File: config.mk
export PLATFORM = sky130hd
export DESIGN_NAME = tlb_ghost_prefetch
export DESIGN_NICKNAME = d
export VERILOG_FILES = /design/src/rtl/ghost_pf_pkg.sv /design/src/rtl/tgp_step_match.sv /design/src/rtl/tgp_line_watch.sv /design/src/rtl/tgp_walk_slot.sv /design/src/rtl/tgp_event_reg.sv /design/src/rtl/tlb_ghost_prefetch.sv
export SDC_FILE = /design/constraint.sdc
export NUM_CORES = 1
export LEC_CHECK = 0
export CAP_MARGIN = 20
export CORE_UTILIZATION = 50
export CTS_CLUSTER_DIAMETER = 150
export DETAILED_ROUTE_END_ITERATION = 6
export DONT_BUFFER_PORTS = 1
export PLACE_DENSITY = 0.65
export SLEW_MARGIN = 15
export SYNTH_ARGS = -nofsm -noshare
export SYNTH_HDL_FRONTEND = slang
export SYNTH_SLANG_ARGS = --single-unit
export TNS_END_PERCENT = 30
File: constraint.sdc
create_clock -name clk -period 14.3 [get_ports clk]
set_input_delay 4.29 -clock clk [delete_from_list [all_inputs] [get_ports clk]]
set_output_delay 4.29 -clock clk [all_outputs]
set_load 0.01 [all_outputs]
File: src/rtl/ghost_pf_pkg.sv
package ghost_pf_pkg;

  typedef enum logic [1:0] {
    SLOT_IDLE = 2'd0,
    SLOT_OFFER = 2'd1,
    SLOT_INFLIGHT = 2'd2
  } slot_state_e;

  localparam int EV_ISSUED = 0;
  localparam int EV_DONE = 1;
  localparam int EV_ABORT = 2;
  localparam int EV_DROP = 3;
  localparam int EV_COUNT = 4;

endpackage

File: src/rtl/tgp_step_match.sv
module tgp_step_match #(
  parameter int IDX_W = 6,
  parameter int FROM_IDX = 51,
  parameter int TO_IDX = 52
) (
  input  logic [IDX_W-1:0] prev_idx,
  input  logic [IDX_W-1:0] cur_idx,
  output logic             hit
);
  localparam logic [IDX_W-1:0] FROM_V = IDX_W'(FROM_IDX);
  localparam logic [IDX_W-1:0] TO_V = IDX_W'(TO_IDX);

  always_comb begin
    hit = (prev_idx == FROM_V) && (cur_idx == TO_V);
  end
endmodule

File: src/rtl/tgp_line_watch.sv
module tgp_line_watch #(
  parameter int VA_W = 48,
  parameter int PAGE_W = 12,
  parameter int LINE_W = 6,
  parameter int UP_FROM = 51,
  parameter int DN_FROM = 8
) (
  input  logic                     clk,
  input  logic                     rst_n,
  input  logic                     ld_valid,
  input  logic                     ld_is_store,
  input  logic [VA_W-1:0]          ld_vaddr,
  output logic                     trig,
  output logic [VA_W-PAGE_W-1:0]   trig_vpn
);
  localparam int VPN_W = VA_W - PAGE_W;
  localparam int IDX_W = PAGE_W - LINE_W;
  localparam int NDIR = 2;

  logic             load_seen;
  logic [VPN_W-1:0] cur_vpn;
  logic [IDX_W-1:0] cur_idx;
  logic             hist_vld;
  logic [VPN_W-1:0] hist_vpn;
  logic [IDX_W-1:0] hist_idx;
  logic [NDIR-1:0]  dir_hit;
  logic             same_page;
  logic             up_ok;
  logic             dn_ok;

  always_comb begin
    load_seen = ld_valid && !ld_is_store;
    cur_vpn = ld_vaddr[VA_W-1:PAGE_W];
    cur_idx = ld_vaddr[PAGE_W-1:LINE_W];
  end

  // direction 0 climbs towards the next page, direction 1 descends
  for (genvar d = 0; d < NDIR; d++) begin : g_dir
    localparam int FROM_I = (d == 0) ? UP_FROM : DN_FROM;
    localparam int TO_I = (d == 0) ? UP_FROM + 1 : DN_FROM - 1;
    tgp_step_match #(
      .IDX_W(IDX_W),
      .FROM_IDX(FROM_I),
      .TO_IDX(TO_I)
    ) u_match (
      .prev_idx(hist_idx),
      .cur_idx(cur_idx),
      .hit(dir_hit[d])
    );
  end

  always_comb begin
    same_page = hist_vld && (hist_vpn == cur_vpn);
    up_ok = dir_hit[0] && (cur_vpn != {VPN_W{1'b1}});
    dn_ok = dir_hit[1] && (cur_vpn != {VPN_W{1'b0}});
    trig = load_seen && same_page && (up_ok || dn_ok);
    trig_vpn = up_ok ? cur_vpn + VPN_W'(1) : cur_vpn - VPN_W'(1);
  end

  always_ff @(posedge clk) begin
    if (!rst_n) begin
      hist_vld <= 1'b0;
      hist_vpn <= '0;
      hist_idx <= '0;
    end else if (load_seen) begin
      hist_vld <= 1'b1;
      hist_vpn <= cur_vpn;
      hist_idx <= cur_idx;
    end
  end
endmodule

File: src/rtl/tgp_walk_slot.sv
module tgp_walk_slot
  import ghost_pf_pkg::*;
#(
  parameter int VPN_W = 36
) (
  input  logic             clk,
  input  logic             rst_n,
  input  logic             trig,
  input  logic [VPN_W-1:0] trig_vpn,
  output logic             req_valid,
  input  logic             req_ready,
  output logic [VPN_W-1:0] req_vpn,
  output logic             req_spec,
  input  logic             rsp_valid,
  output logic             rsp_ready,
  input  logic             rsp_accessed,
  output logic [EV_COUNT-1:0] fire
);
  slot_state_e      state_q, state_d;
  logic [VPN_W-1:0] vpn_q;
  logic             spec_q;
  logic             take_req;
  logic             take_rsp;

  always_comb begin
    req_valid = (state_q == SLOT_OFFER);
    rsp_ready = (state_q == SLOT_INFLIGHT);
    req_vpn = vpn_q;
    req_spec = spec_q && req_valid;
    take_req = req_valid && req_ready;
    take_rsp = rsp_ready && rsp_valid;
    state_d = state_q;
    case (state_q)
      SLOT_IDLE:     if (trig) state_d = SLOT_OFFER;
      SLOT_OFFER:    if (take_req) state_d = SLOT_INFLIGHT;
      SLOT_INFLIGHT: if (take_rsp) state_d = SLOT_IDLE;
      default:       state_d = SLOT_IDLE;
    endcase
    fire = '0;
    fire[EV_ISSUED] = take_req;
    fire[EV_DONE] = take_rsp && rsp_accessed;
    fire[EV_ABORT] = take_rsp && !rsp_accessed;
    fire[EV_DROP] = trig && (state_q != SLOT_IDLE);
  end

  always_ff @(posedge clk) begin
    if (!rst_n) begin
      state_q <= SLOT_IDLE;
      vpn_q <= '0;
      spec_q <= 1'b0;
    end else begin
      state_q <= state_d;
      if (state_q == SLOT_IDLE && trig) begin
        vpn_q <= trig_vpn;
        spec_q <= 1'b1;
      end else if (take_rsp) begin
        spec_q <= 1'b0;
      end
    end
  end
endmodule

File: src/rtl/tgp_event_reg.sv
module tgp_event_reg #(
  parameter int N = 4
) (
  input  logic         clk,
  input  logic         rst_n,
  input  logic [N-1:0] fire,
  output logic [N-1:0] pulse
);
  for (genvar i = 0; i < N; i++) begin : g_ev
    always_ff @(posedge clk) begin
      if (!rst_n) pulse[i] <= 1'b0;
      else        pulse[i] <= fire[i];
    end
  end
endmodule

File: src/rtl/tlb_ghost_prefetch.sv
module tlb_ghost_prefetch
  import ghost_pf_pkg::*;
#(
  parameter int VA_W = 48,
  parameter int PAGE_W = 12,
  parameter int LINE_W = 6,
  parameter int UP_FROM = 51,
  parameter int DN_FROM = 8
) (
  input  logic                   clk,
  input  logic                   rst_n,
  input  logic                   ld_valid,
  input  logic                   ld_is_store,
  input  logic [VA_W-1:0]        ld_vaddr,
  output logic                   pf_req_valid,
  input  logic                   pf_req_ready,
  output logic [VA_W-PAGE_W-1:0] pf_req_vpn,
  output logic                   pf_req_spec,
  input  logic                   pf_rsp_valid,
  output logic                   pf_rsp_ready,
  input  logic                   pf_rsp_accessed,
  output logic                   ev_issued,
  output logic                   ev_done,
  output logic                   ev_abort,
  output logic                   ev_drop
);
  localparam int VPN_W = VA_W - PAGE_W;

  logic                trig;
  logic [VPN_W-1:0]    trig_vpn;
  logic [EV_COUNT-1:0] fire;
  logic [EV_COUNT-1:0] pulse;

  tgp_line_watch #(
    .VA_W(VA_W), .PAGE_W(PAGE_W), .LINE_W(LINE_W),
    .UP_FROM(UP_FROM), .DN_FROM(DN_FROM)
  ) u_watch (
    .clk(clk), .rst_n(rst_n),
    .ld_valid(ld_valid), .ld_is_store(ld_is_store), .ld_vaddr(ld_vaddr),
    .trig(trig), .trig_vpn(trig_vpn)
  );

  tgp_walk_slot #(.VPN_W(VPN_W)) u_slot (
    .clk(clk), .rst_n(rst_n),
    .trig(trig), .trig_vpn(trig_vpn),
    .req_valid(pf_req_valid), .req_ready(pf_req_ready),
    .req_vpn(pf_req_vpn), .req_spec(pf_req_spec),
    .rsp_valid(pf_rsp_valid), .rsp_ready(pf_rsp_ready),
    .rsp_accessed(pf_rsp_accessed),
    .fire(fire)
  );

  tgp_event_reg #(.N(EV_COUNT)) u_ev (
    .clk(clk), .rst_n(rst_n), .fire(fire), .pulse(pulse)
  );

  always_comb begin
    ev_issued = pulse[EV_ISSUED];
    ev_done = pulse[EV_DONE];
    ev_abort = pulse[EV_ABORT];
    ev_drop = pulse[EV_DROP];
  end
endmodule

==> impl_metrics.ini <==
[final_layout]
antenna_cells = 0
stdcell_area_mm2 = 0.00588
nNetsFinal = 765
drive_above_1_share = 0.0500
multi_input_area_mm2 = 0.00373
seq_area_mm2 = 0.00172
fillCellCount = 1037
syn_to_final_growth_pct = 5.03

[timing]
period_share = 0.550
hold_viol_final = 0
rsz0062_at_grt = no
worst_pin_slew_ns = 0.979
drv_slew = 0
fin_skew_ns = 0.0103
relSlewSlack = 0.345
finalCriticalPeriod_ns = 7.86
max_freq_mhz = 127
fin_setup_tns_ns = 0
finalSetupViolCount = 0

[clock_tree]
cts_inserted_buffers = 9
root_buffer = clkbuf_8
cts_tree = built
holdBufCountCts = 0
post_cts_buffers = 0
clk_pin_slew_worst_paths_ns = 0.09
clk_latency_ns = 0.39
cts_sinks = 86
clockBufferDepth = 2
cts_resized = 0
h-tree-depth = 3

[detailed_routing]
drtIter0Drc = 252
drtAntennaViolNets = 0
drc_errors = 0
firstDrtPassIters = 4
drt_wl_total_mm = 13.8
routed_via_density = 5.74
num_vias = 4705
wl_per_cell_um = 16.8

[synth]
synth_area_mm2 = 0.00560
yosysMostFrequentCell = nand2_1
synthDistinctLibCells = 52
synth_area_leaders = dfxtp_1 (31%), nand2_1 (9.6%), xor2_1 (8.5%)
synth_top_area_share = 0.308
seq_area_frac_synth = 0.308
synthTopCellsByCount = nand2_1 (143), dfxtp_1 (86), xor2_1 (54), a21boi_0 (44), a21o_1 (35)
synth_nets = 785
synth_async_sr_flop_share = 0
synth_area_leader_cell = dfxtp_1
synth_edf_count = 0
syn_inst = 695
ys_ff_latch = 86
syn_area_per_cell_um2 = 8.05
ys_warn_count = 0
synth-main-ff-cell = dfxtp_1

[grt]
grt_pass1_vias = 4401
antenna_found_initial = 0
gr-total-overflow = 0
grt_max_degree = 84
grtUsageTotal = 0.248
grt_pass1_wl_mm = 22.2

[worst_setup_path]
crit_path_end_kind = flop
critPathTopFamily = compound AO/OA/AOI/OAI gates
critPathMaxFanout = 35
crit_slowest_cell = fa_1
critical_path.startpoint_type = input pin
crit_buf_inv = 2
crit_chain = nor3b_1 > nand3_1 > a31oi_1 > inv_1 > buf_4 > fa_1 > a21o_1 > a221oi_2 > o21ai_1 > a221oi_2 > a21boi_2 > a21bo_2 > a31oi_1 > xor2_1 > o21ai_0 > and2_1
arrival_ns = 8.14
required_ns = 14.58
critical_path_class = in -> reg
max_stage_delay_ns = 0.46

[min_path]
min_path_type = reg -> reg

[power]
p_per_area_mw_per_mm2 = 86.1
p_leak_nw = 2.34
vdd_drop_max_mv = 0.0596

[die]
io_pins = 98
die_y_um = 108
start_util = 0.514
dieArea_mm2 = 0.0116
core_mm2 = 0.0109
num_rows = 38
dieWidth_um = 108

[run_status]
outcome = complete, no violations

[placement]
placed_area_mm2 = 0.00567
hpwl_mm = 10.4
portBuffers = 0
routabilityCongestion = 0.854

[job]
maxCapViolCount = 0
[worst paths after layout]
path | start | slack, ns | end | depth (start not counted)
max | ld_vaddr[9] | 6.44 | u_slot.req_vpn[34] | 16
min | u_watch.hist_vpn[8] | 0.48 | u_watch.hist_vpn[8] | 2
max reg2reg | u_watch.hist_idx[2] | 10.00 | u_slot.req_vpn[34] | 16
min reg2reg | u_watch.hist_vpn[8] | 0.48 | u_watch.hist_vpn[8] | 2
[placed cells by master (no fill, tap or decap), drive strengths merged, types with 17 or more instances in the layout]
master,Yosys,layout
a21oi,33,33
xor2,54,54
and2,32,32
a21o,35,35
ha,34,34
nor4,21,21
o21ai,40,40
nand2,143,143
a21boi,45,45
nand4,17,17
dfxtp,86,86
[cell type report]
cell class	instances	share of cell area
multi-input cells	569	0.634
flip-flops and latches	86	0.293
well taps	140	0.0298
clock buffers	11	0.0258
clock inverters	5	0.00979
repair buffers	3	0.00383
inverters	6	0.00383
[stage by stage]
stage | total power, mW | hold WS, ns | std cells | setup WS (ns) | util
floorplan | 0.319 | 0.439 | 695 | 6.51 | -
global placement | 0.329 | 0.448 | 804 | 6.17 | 0.521
detailed placement | 0.331 | 0.460 | 804 | 6.10 | 0.521
CTS | 0.511 | 0.480 | 820 | 6.50 | 0.540
global route | 0.531 | 0.502 | 820 | 6.13 | 0.540
finish | 0.506 | 0.477 | 820 | 6.44 | 0.540
[sequential cells by signal, summed over array words and instances (netlist names)]
name and cells:
u_slot.req_vpn 36, u_watch.hist_vpn 36, u_watch.hist_idx 6, u_ev.pulse 4
u_slot.state_q 2, u_slot.spec_q 1, u_watch.hist_vld 1
[worst min-delay path, cell delays in order (launching register included)]
cell,delay (ns)
dfxtp_1,0.33
nand2_1,0.05
a21boi_0,0.06
[logic make-up after synthesis]
| logic type | count (synthesis) | synth area share |
|---|---|---|
| xor+xnor | 70 | 0.110 |
| mux | 5 | 0.00894 |
| buf+inv | 40 | 0.0273 |
| compound gates | 185 | 0.229 |
| fa+ha+maj | 35 | 0.0796 |
| simple gates | 274 | 0.237 |
| flops | 86 | 0.308 |
[per-layer routing]
metal / up-vias / wire (µm) / global-route usage
li1: 2407 / - / -
met1: 2175 / 6410 / 0.322
met2: 107 / 6330 / 0.397
met3: 16 / 805 / 0.0581
met4: 0 / 222 / 0.0969
met5: - / 0 / 0
[report_power, final]
| group | internal (mW) | switching [mW] | total [mW] |
|---|---|---|---|
| sequential | 0.245 | 0.00353 | 0.248 |
| combinational | 0.0352 | 0.0425 | 0.0777 |
| clock | 0.0902 | 0.0900 | 0.180 |
| total | 0.370 | 0.136 | 0.506 |
No activity file was read; power rests on OpenSTA's default activity.
